--- src/rtl/seq_lock_pkg.sv ---
package seq_lock_pkg;
   typedef enum logic [1:0] {
      PH_LOCK = 2'd0,
      PH_OPEN = 2'd1,
      PH_TRAP = 2'd2
   } phase_t;
endpackage

--- src/rtl/seq_key_expander.sv ---
module seq_key_expander #(
   parameter int          PAT_W      = 8,
   parameter int          STEPS      = 4,
   parameter int          IDX_W      = 2,
   parameter logic [STEPS*PAT_W-1:0] UNLOCK_SEQ = '0
) (
   input  logic [PAT_W-1:0] chip_id,
   input  logic [IDX_W-1:0] step,
   output logic [PAT_W-1:0] expected
);
   logic [PAT_W-1:0] exp_tbl [STEPS];

   for (genvar i = 0; i < STEPS; i++) begin : g_step
      localparam int ROT = i % PAT_W;
      logic [PAT_W-1:0] rot_id;
      if (ROT == 0) begin : g_norot
         assign rot_id = chip_id;
      end else begin : g_rot
         assign rot_id = (chip_id << ROT) | (chip_id >> (PAT_W - ROT));
      end
      assign exp_tbl[i] = UNLOCK_SEQ[i*PAT_W +: PAT_W] ^ rot_id;
   end

   assign expected = exp_tbl[step];
endmodule

--- src/rtl/seq_lock_fsm.sv ---
module seq_lock_fsm
   import seq_lock_pkg::*;
#(
   parameter int PAT_W = 8,
   parameter int STEPS = 4,
   parameter int SW    = 3,
   parameter int IDX_W = 2
) (
   input  logic             clk,
   input  logic             rst_n,
   input  logic             pat_valid,
   input  logic [PAT_W-1:0] pat_in,
   input  logic [PAT_W-1:0] expected,
   output logic [SW-1:0]    state,
   output logic [IDX_W-1:0] step,
   output phase_t           phase
);
   localparam logic [SW-1:0] OPEN_CODE = SW'(STEPS);
   localparam logic [SW-1:0] TRAP_CODE = SW'(STEPS + 1);

   always_ff @(posedge clk) begin
      if (!rst_n) begin
         state <= '0;
      end else if (state < OPEN_CODE && pat_valid) begin
         if (pat_in == expected) state <= state + 1'b1;
         else                    state <= TRAP_CODE;
      end
   end

   always_comb begin
      if (state < OPEN_CODE)       phase = PH_LOCK;
      else if (state == OPEN_CODE) phase = PH_OPEN;
      else                         phase = PH_TRAP;
   end

   assign step = state[IDX_W-1:0];

   a_r5_mismatch_traps: assert property (@(posedge clk) disable iff (!rst_n)
      (phase == PH_LOCK && pat_valid && pat_in != expected) |=> phase == PH_TRAP);
   a_r6_trap_sticky: assert property (@(posedge clk) disable iff (!rst_n)
      phase == PH_TRAP |=> phase == PH_TRAP);
   a_r8_open_sticky: assert property (@(posedge clk) disable iff (!rst_n)
      phase == PH_OPEN |=> phase == PH_OPEN);
   a_r3_hold_idle: assert property (@(posedge clk) disable iff (!rst_n)
      (phase == PH_LOCK && !pat_valid) |=> $stable(state));
endmodule

--- src/rtl/seq_mask_gen.sv ---
module seq_mask_gen #(
   parameter int               PAT_W     = 8,
   parameter int               STEPS     = 4,
   parameter int               SW        = 3,
   parameter logic [PAT_W-1:0] MASK_SEED = 8'hA5
) (
   input  logic [SW-1:0]    state,
   output logic [PAT_W-1:0] mask
);
   localparam int NCODES = 1 << SW;
   logic [PAT_W-1:0] mask_tbl [NCODES];

   for (genvar c = 0; c < NCODES; c++) begin : g_code
      localparam int ROT = c % PAT_W;
      if (c == STEPS) begin : g_open
         assign mask_tbl[c] = '0;
      end else if (ROT == 0) begin : g_norot
         assign mask_tbl[c] = MASK_SEED;
      end else begin : g_rot
         assign mask_tbl[c] = (MASK_SEED << ROT) | (MASK_SEED >> (PAT_W - ROT));
      end
   end

   assign mask = mask_tbl[state];
endmodule

--- src/rtl/seq_sample_dp.sv ---
module seq_sample_dp #(
   parameter int PAT_W = 8
) (
   input  logic [PAT_W-1:0] op_a,
   input  logic [PAT_W-1:0] op_b,
   output logic [PAT_W-1:0] result
);
   assign result = op_a + op_b;
endmodule

--- src/rtl/seq_lock_gate.sv ---
module seq_lock_gate
   import seq_lock_pkg::*;
#(
   parameter int               PAT_W      = 8,
   parameter int               STEPS      = 4,
   parameter logic [STEPS*PAT_W-1:0] UNLOCK_SEQ = 32'h3C96_E15A,
   parameter logic [PAT_W-1:0] MASK_SEED  = 8'hA5
) (
   input  logic             clk,
   input  logic             rst_n,
   input  logic             pat_valid,
   input  logic [PAT_W-1:0] pat_in,
   input  logic [PAT_W-1:0] chip_id,
   input  logic [PAT_W-1:0] op_a,
   input  logic [PAT_W-1:0] op_b,
   output logic [PAT_W-1:0] data_out,
   output logic             unlocked
);
   localparam int SW    = $clog2(STEPS + 2);
   localparam int IDX_W = $clog2(STEPS);

   if (STEPS < 2) begin : g_chk_steps
      $error("STEPS must be at least 2");
   end
   if (MASK_SEED == '0) begin : g_chk_seed
      $error("MASK_SEED must be nonzero");
   end
   if (PAT_W < 2) begin : g_chk_width
      $error("PAT_W must be at least 2");
   end

   logic [SW-1:0]    state;
   logic [IDX_W-1:0] step;
   phase_t           phase;
   logic [PAT_W-1:0] expected, mask, dp_res;

   seq_key_expander #(.PAT_W(PAT_W), .STEPS(STEPS), .IDX_W(IDX_W), .UNLOCK_SEQ(UNLOCK_SEQ)) u_key (
      .chip_id(chip_id), .step(step), .expected(expected));

   seq_lock_fsm #(.PAT_W(PAT_W), .STEPS(STEPS), .SW(SW), .IDX_W(IDX_W)) u_fsm (
      .clk(clk), .rst_n(rst_n), .pat_valid(pat_valid), .pat_in(pat_in),
      .expected(expected), .state(state), .step(step), .phase(phase));

   seq_mask_gen #(.PAT_W(PAT_W), .STEPS(STEPS), .SW(SW), .MASK_SEED(MASK_SEED)) u_mask (
      .state(state), .mask(mask));

   seq_sample_dp #(.PAT_W(PAT_W)) u_dp (
      .op_a(op_a), .op_b(op_b), .result(dp_res));

   assign data_out = dp_res ^ mask;
   assign unlocked = (phase == PH_OPEN);

   a_r4_open_passes: assert property (@(posedge clk) disable iff (!rst_n)
      unlocked |-> data_out == dp_res);
   a_r7_locked_altered: assert property (@(posedge clk) disable iff (!rst_n)
      !unlocked |-> data_out != dp_res);
endmodule

--- config.mk ---
export PLATFORM = sky130hd
export DESIGN_NAME = seq_lock_gate
export DESIGN_NICKNAME = d
export VERILOG_FILES = /design/src/rtl/seq_lock_pkg.sv /design/src/rtl/seq_key_expander.sv /design/src/rtl/seq_lock_fsm.sv /design/src/rtl/seq_mask_gen.sv /design/src/rtl/seq_sample_dp.sv /design/src/rtl/seq_lock_gate.sv
export SDC_FILE = /design/constraint.sdc
export NUM_CORES = 1
export LEC_CHECK = 0
export ABC_AREA = 1
export CAP_MARGIN = 25
export CORE_MARGIN = 1.5
export CORE_UTILIZATION = 40
export CTS_BUF_LIST = sky130_fd_sc_hd__clkbuf_16
export CTS_CLUSTER_SIZE = 40
export DETAILED_ROUTE_END_ITERATION = 6
export PLACE_DENSITY = 0.87
export SYNTH_ARGS = -nofsm -noshare
export SYNTH_HDL_FRONTEND = slang
export SYNTH_SLANG_ARGS = --single-unit
--- constraint.sdc ---
create_clock -name clk -period 1.99 [get_ports clk]
set_input_delay 0.199 -clock clk [delete_from_list [all_inputs] [get_ports clk]]
set_output_delay 0.199 -clock clk [all_outputs]
set_load 0.02 [all_outputs]
==> results of run 1 <==
==> stage by stage <==
step                setup TNS [ns]  hold WS (ns)  total power, W  util, %  instances
floorplan                        0         0.340        0.000341        -        183
global placement             -3.74         0.604        0.000547     64.1        266
detailed placement           -4.04         0.613        0.000556     64.1        266
CTS                              0         0.568        0.000869     68.4        272
global route               -0.0104         0.605        0.000942     70.1        273
finish                           0         0.571        0.000883     70.1        273
==> layer usage <==
layer  track usage (%)  vias to the layer above
met5                 0                        -
met4              3.33                        0
met2              40.3                       40
met3              3.83                        2
li1                  -                      704
met1              21.1                      597
==> worst reg2reg max path, cell delays in order (launching register included) <==
cell and delay [ns]:
sky130_fd_sc_hd__dfxtp_1 0.34, sky130_fd_sc_hd__inv_2 0.05, sky130_fd_sc_hd__buf_4 0.14, sky130_fd_sc_hd__buf_4 0.17, sky130_fd_sc_hd__nand3_1 0.12, sky130_fd_sc_hd__nand3b_1 0.09
sky130_fd_sc_hd__nand2_1 0.07, sky130_fd_sc_hd__nand2_1 0.05, sky130_fd_sc_hd__nor2_2 0.13, sky130_fd_sc_hd__nand3_1 0.11, sky130_fd_sc_hd__nand2_1 0.07, sky130_fd_sc_hd__a21oi_1 0.06
==> area by class of cell <==
cell class	count	area, sq um	share of cell area, %
Sequential cell	3	61.3	3.50
Multi-Input combinational cell	151	953	54.4
Tap cell	30	37.5	2.14
Timing Repair Buffer	61	531	30.3
Inverter	24	90.1	5.14
Clock buffer	3	75.1	4.29
Clock inverter	1	3.75	0.214
==> how the worst min path moves through the flow <==
stage / slack [ns] / to / from
6_report: 0.57 / u_fsm.state[1]$_SDFFE_PN0P_ / rst_n
5_1_grt: 0.60 / u_fsm.state[1]$_SDFFE_PN0P_ / rst_n
4_1_cts: 0.57 / u_fsm.state[1]$_SDFFE_PN0P_ / rst_n
3_5_place_dp: 0.61 / u_fsm.state[2]$_SDFFE_PN0P_ / u_fsm.state[2]$_SDFFE_PN0P_
3_3_place_gp: 0.60 / u_fsm.state[2]$_SDFFE_PN0P_ / u_fsm.state[2]$_SDFFE_PN0P_
2_1_floorplan: 0.34 / u_fsm.state[2]$_SDFFE_PN0P_ / pat_valid
==> power breakdown <==
part / switching (W) / internal [W]
clock: 0.0000528 / 0.000259
sequential: 0.00000304 / 0.0000641
combinational: 0.000256 / 0.000248
total: 0.000312 / 0.000571
==> logic make-up (layout without fill, tap and decap cells) <==
group                    Yosys count  count (layout)
flip-flops                         3               3
AND/OR/NAND/NOR                  107             107
XOR/XNOR                          14              14
adder cells (fa/ha/maj)           14              14
AO/OA/AOI/OAI                     16              16
buffers and inverters             29              89
==> timing repair <==
action,CTS,global route
setup buffers,2,1
pin swaps,8,9
endpoints found under the setup margin,8,6
resized for setup,48,15
==> Yosys cell counts, drive strengths merged <==
master   n  area [sq um]
nand2   70           270
inv     24          90.1
or2      1          6.26
ha      13           163
xnor2    9          78.8
a21oi    8          40.0
nand3   29           160
nor2     2          12.5
nand3b   3          22.5
nand4    2          12.5
buf      4          38.8
clkbuf   1          13.8
fa       1          20.0
a21o     1          7.51
xor2     5          43.8
dfxtp    3          60.1
o21ai    7          35.0
==> flow_summary.json, run 1 <==
{
  "cp_cell_sequence": "inv_2, ha_1, or2_2, nand2_2, xnor2_2, xnor2_1, inv_1, buf_4",
  "yosysWarnings": 0,
  "top_layer_used": "met4",
  "io_buffers": 43,
  "grt_antenna_before_repair": 0,
  "worst-r2r-cell-count": 11,
  "postSynthNetCount": 232,
  "most-common-layout-cells": "sky130_fd_sc_hd__nand2_1, sky130_fd_sc_hd__clkdlybuf4s50_1, sky130_fd_sc_hd__nand3_1",
  "grt_max_degree": 16,
  "grt.total_usage_pct": 20.0,
  "pre_cts_ws_ns": -0.839,
  "regMostFlops": "u_fsm.state",
  "detail_route.first_pass.iterations": 4,
  "floorplan.initialDensity_pct": 43.0,
  "cts.root.buffer_cell": "sky130_fd_sc_hd__clkbuf_16",
  "ys_seq_area_share_pct": 5.59,
  "area_fraction_in_and_or_nand_and_nor_cells_after_synthesis_pct": 45.1,
  "drive_above_1_share_pct": 24.3,
  "cp.required_ns": 1.79,
  "critical_path.max_stage_delay_ns": 0.34,
  "max_clock_freq_mhz": 518,
  "synth_top_family_by_area": "simple AND/OR/NAND/NOR gates",
  "timing_worst_slew_pin_value_ns": 0.324,
  "viasPerCell": 4.92,
  "floorplan.die.height_microns": 54.8,
  "clock_tree_from_tritoncts": "built",
  "r2r-end": "u_fsm.state[2]$_SDFFE_PN0P_",
  "hold_viol": 0,
  "end_of_the_critical_path": "data_out[5]",
  "num-nets-final": 293,
  "finalCritPeriodShare_pct": 97.1,
  "cts_hold_buf": 0,
  "total_via_count_after_detailed_routing": 1343,
  "post_synth_xor_area_fraction_pct": 11.4,
  "worstSetupStartpoint": "u_fsm.state[1]$_SDFFE_PN0P_",
  "layout.cell_area.non_filler_sq_mm": 0.00175,
  "crit_path_capture_type": "primary output",
  "finalCriticalPeriod_ns": 1.93,
  "route.detailed.wl_per_inst_microns": 10.8,
  "cp-start-kind": "flip-flop",
  "worstPathMaxFanout": 2,
  "hold_depth": 3,
  "path_depth": 8,
  "timing.clock.skew_ns": 0.00212,
  "biggestRegsByFlops": "u_fsm.state (3)",
  "drv_slew": 0,
  "coreArea_sq_mm": 0.00250,
  "syn2layout_area_growth_pct": 63.0,
  "place.detailed.hpwl_microns": 2100,
  "cp.buffers_inverters": 3,
  "global_route_congestion_overflow_total": 0,
  "clockBufferDepth": 2,
  "final_worst_slack_ns": 0.0578,
  "vias_in_the_first_global_route": 1206,
  "boundaryPins": 44,
  "final_setup_viols": 0,
  "route.detailed.drc": 0,
  "synth_compound_gate_area_share_pct": 7.68,
  "ratio_of_total_power_to_cell_area_mw_per_mm2": 504,
  "cts_sinks": 3,
  "fillers": 210,
  "worst-setup-path-type": "reg2out",
  "worst_r2r_startpoint": "u_fsm.state[1]$_SDFFE_PN0P_",
  "avgSynthCellArea_sq_um": 5.87,
  "finalWeightedCongestion": 0.796,
  "worst_hold_path_type": "in2reg",
  "met2RoutedLength_microns": 1570,
  "first_pass_grt_wire_length_microns": 4500,
  "mostFrequentLayoutCell": "sky130_fd_sc_hd__nand2_1",
  "cts_htree_levels": 1,
  "clkLatencyLatePin_ns": 0.22,
  "critPathSlowestCell": "sky130_fd_sc_hd__dfxtp_1",
  "ant_cells": 0,
  "ff2ff_setup_slack_ns": 0.49,
  "synth_fa_ha_area_share_pct": 17.0,
  "post_synth_inst_count": 183,
  "power.leakage_nw": 0.901,
  "cts.reportedPaths.clkPinSlew_ns": 0.03,
  "detailroute.wirelength.met3_microns": 186,
  "number_of_violations_reported_at_the_end_of_detailed_routing_iteration_0": 22,
  "postSynthRegisterBits": 3,
  "status": "finished, final reports clean",
  "slew_headroom_pct": 78.2,
  "max_reg_flops": 3,
  "m1WireLength_microns": 1170,
  "vdd.ir_drop.worst_mv": 0.539,
  "synth_mux_area_share_pct": 0,
  "antenna_violation_net_count_after_detailed_routing": 0,
  "tritoncts.num_buffers": 3,
  "synth.lib_cells_used.distinct": 21,
  "worstPathArrival_ns": 1.73,
  "die_x_microns": 54.8,
  "detailed_place.area_sq_mm": 0.00160,
  "rows": 18,
  "fp.dieArea_sq_mm": 0.00301,
  "max_cap_viol_count": 0,
  "route.final.wire_length_microns": 2940,
  "path_delay_family": "simple AND/OR/NAND/NOR gates",
  "post_synth_instance_area_sq_mm": 0.00107
}
Note: power is estimated with default switching activity, not from simulation.
==> run 2, diff against run 1 <==
Settings changed: SETUP_SLACK_MARGIN set to 0.02.
==> run 2 against run 1 <==
Critical path depth grew 3. Clock skew hardly changed. Maximum frequency increased by 1.5%. Hold slack got worse by 0.0032 ns. Cell count stayed put. Sequential share of layout area about the same. Clock-buffer cell count is the same. Highest routed layer unchanged. Global-route usage is 1.4 points higher. Critical endpoint unchanged. Power grew 0.86%.
==> flow_summary.json, run 2 (synthesis results as in run 1) <==
{
  "status": "finished, final reports clean",
  "max_cap_viol_count": 0,
  "clock_tree_from_tritoncts": "built",
  "multi_input_area_sq_um": 961,
  "grt.total_usage_pct": 21.4,
  "timing.clock.skew_ns": 0.00204,
  "drv_slew": 0,
  "hold_slack_ns": 0.568,
  "viasPerCell": 4.88,
  "fillers": 205,
  "rsz0062_at_grt": "false",
  "final_setup_viols": 0,
  "floorplan.initialDensity_pct": 43.0,
  "rows": 18,
  "route.final.wire_length_microns": 3020,
  "num-nets-final": 293,
  "finalCriticalPeriod_ns": 1.90,
  "finalWeightedCongestion": 0.796,
  "total_via_count_after_detailed_routing": 1331,
  "ff2ff_setup_slack_ns": 0.49,
  "critPathSlowestCell": "sky130_fd_sc_hd__ha_4",
  "cts.reportedPaths.clkPinSlew_ns": 0.03,
  "crit_path_capture_type": "primary output",
  "timing_worst_slew_pin_value_ns": 0.347,
  "cp_cell_sequence": "dlygate4sd2_1, ha_4, a21oi_4, nand2_1, nand2_2, nand2_2, a21oi_2, buf_4, xnor2_1, inv_1, buf_4",
  "vdd.ir_drop.worst_mv": 0.562,
  "cts_htree_levels": 1,
  "boundaryPins": 44,
  "floorplan.die.height_microns": 54.8,
  "mostFrequentLayoutCell": "sky130_fd_sc_hd__nand2_1",
  "cp.required_ns": 1.79,
  "worstPathArrival_ns": 1.70,
  "cts_sinks": 3,
  "syn2layout_area_growth_pct": 64.3,
  "most-common-layout-cells": "sky130_fd_sc_hd__nand2_1, sky130_fd_sc_hd__clkdlybuf4s50_1, sky130_fd_sc_hd__nand3_1",
  "tritoncts.num_buffers": 3,
  "place.detailed.hpwl_microns": 2100,
  "clkLatencyLatePin_ns": 0.22,
  "io_buffers": 43,
  "critical_path.max_stage_delay_ns": 0.27,
  "cp-start-kind": "input port",
  "route.detailed.drc": 0,
  "ant_cells": 0,
  "cts.root.buffer_cell": "sky130_fd_sc_hd__clkbuf_16",
  "ratio_of_total_power_to_cell_area_mw_per_mm2": 504,
  "worst-setup-path-type": "in2out",
  "drive_above_1_share_pct": 24.7,
  "finalCritPeriodShare_pct": 95.6,
  "grt_antenna_before_repair": 0,
  "route.detailed.wl_per_inst_microns": 11.1,
  "max_reg_flops": 3,
  "worstPathMaxFanout": 4,
  "antenna_violation_net_count_after_detailed_routing": 0,
  "vias_in_the_first_global_route": 1264,
  "coreArea_sq_mm": 0.00250,
  "slew_headroom_pct": 76.6,
  "grt_max_degree": 16,
  "fp.dieArea_sq_mm": 0.00301,
  "global_route_congestion_overflow_total": 0,
  "path_delay_family": "buffers and inverters",
  "die_x_microns": 54.8,
  "finalCoreUtilization_pct": 70.6,
  "regMostFlops": "u_fsm.state",
  "cp.buffers_inverters": 4,
  "power.leakage_nw": 0.926,
  "seq_area_sq_um": 61.3,
  "clockBufferDepth": 2,
  "biggestRegsByFlops": "u_fsm.state (3)",
  "number_of_violations_reported_at_the_end_of_detailed_routing_iteration_0": 18,
  "max_clock_freq_mhz": 525,
  "first_pass_grt_wire_length_microns": 4770,
  "worst_hold_path_type": "in2reg",
  "detail_route.first_pass.iterations": 4,
  "hold_viol": 0
}
-- run 2: area by class of cell --
class | count | share of cell area, %
flip-flops and latches | 3 | 3.47
multi-input cells | 151 | 54.4
well taps | 30 | 2.13
clock inverters | 1 | 0.213
inverters | 24 | 5.10
clock buffers | 3 | 4.25
repair buffers | 61 | 30.4
-- run 2: per-stage QoR --
stage | setup slack, ns | cell area, sq um | total power [W] | setup TNS [ns] | instances
after global placement | -0.775 | 1600 | 0.000547 | -3.74 | 266
final | 0.0870 | 1770 | 0.000890 | 0 | 273
after global routing | 0.0150 | 1770 | 0.000951 | 0 | 273
after detailed placement | -0.839 | 1600 | 0.000556 | -4.04 | 266
after floorplan | 0.0777 | 1070 | 0.000341 | 0 | 183
after CTS | 0.0243 | 1710 | 0.000874 | 0 | 272
-- run 2: power breakdown --
part	switching, W	internal, W
registers	0.00000316	0.0000641
clock network	0.0000534	0.000259
logic	0.000259	0.000251
total	0.000316	0.000574
-- run 2: repair_timing --
item	4_1_cts	5_1_grt
endpoints found under the setup margin	8	6
setup buffers	2	1
pin swaps	9	10
endpoints found under the hold margin	0	0
hold buffers	0	0
gates resized for setup	52	22
-- run 2: worst reg2reg max path, cell delays in order, from the launching register on --
cell and delay, ns:
sky130_fd_sc_hd__dfxtp_1 0.33, sky130_fd_sc_hd__inv_2 0.04, sky130_fd_sc_hd__buf_4 0.14, sky130_fd_sc_hd__buf_4 0.17
sky130_fd_sc_hd__nand3_1 0.12, sky130_fd_sc_hd__nand3b_1 0.09, sky130_fd_sc_hd__nand2_1 0.07, sky130_fd_sc_hd__nand2_1 0.05
sky130_fd_sc_hd__nor2_2 0.13, sky130_fd_sc_hd__nand3_1 0.11, sky130_fd_sc_hd__nand2_1 0.07, sky130_fd_sc_hd__a21oi_1 0.06
-- run 2: final timing paths --
path / start / endpoint / depth (start not counted)
setup / recovery: op_b[2] / data_out[5] / 11
hold / removal: rst_n / u_fsm.state[1]$_SDFFE_PN0P_ / 3
setup reg to reg: u_fsm.state[1]$_SDFFE_PN0P_ / u_fsm.state[2]$_SDFFE_PN0P_ / 11
hold reg to reg: u_fsm.state[2]$_SDFFE_PN0P_ / u_fsm.state[2]$_SDFFE_PN0P_ / 2
-- run 2: per-layer routing --
metal  wire length, microns  vias up  global-route usage (%)
met1                   1190      583                    21.3
met3                    198        2                    4.37
li1                       -      705                       -
met5                      0        -                       0
met2                   1620       41                    43.8
met4                     17        0                    5.00
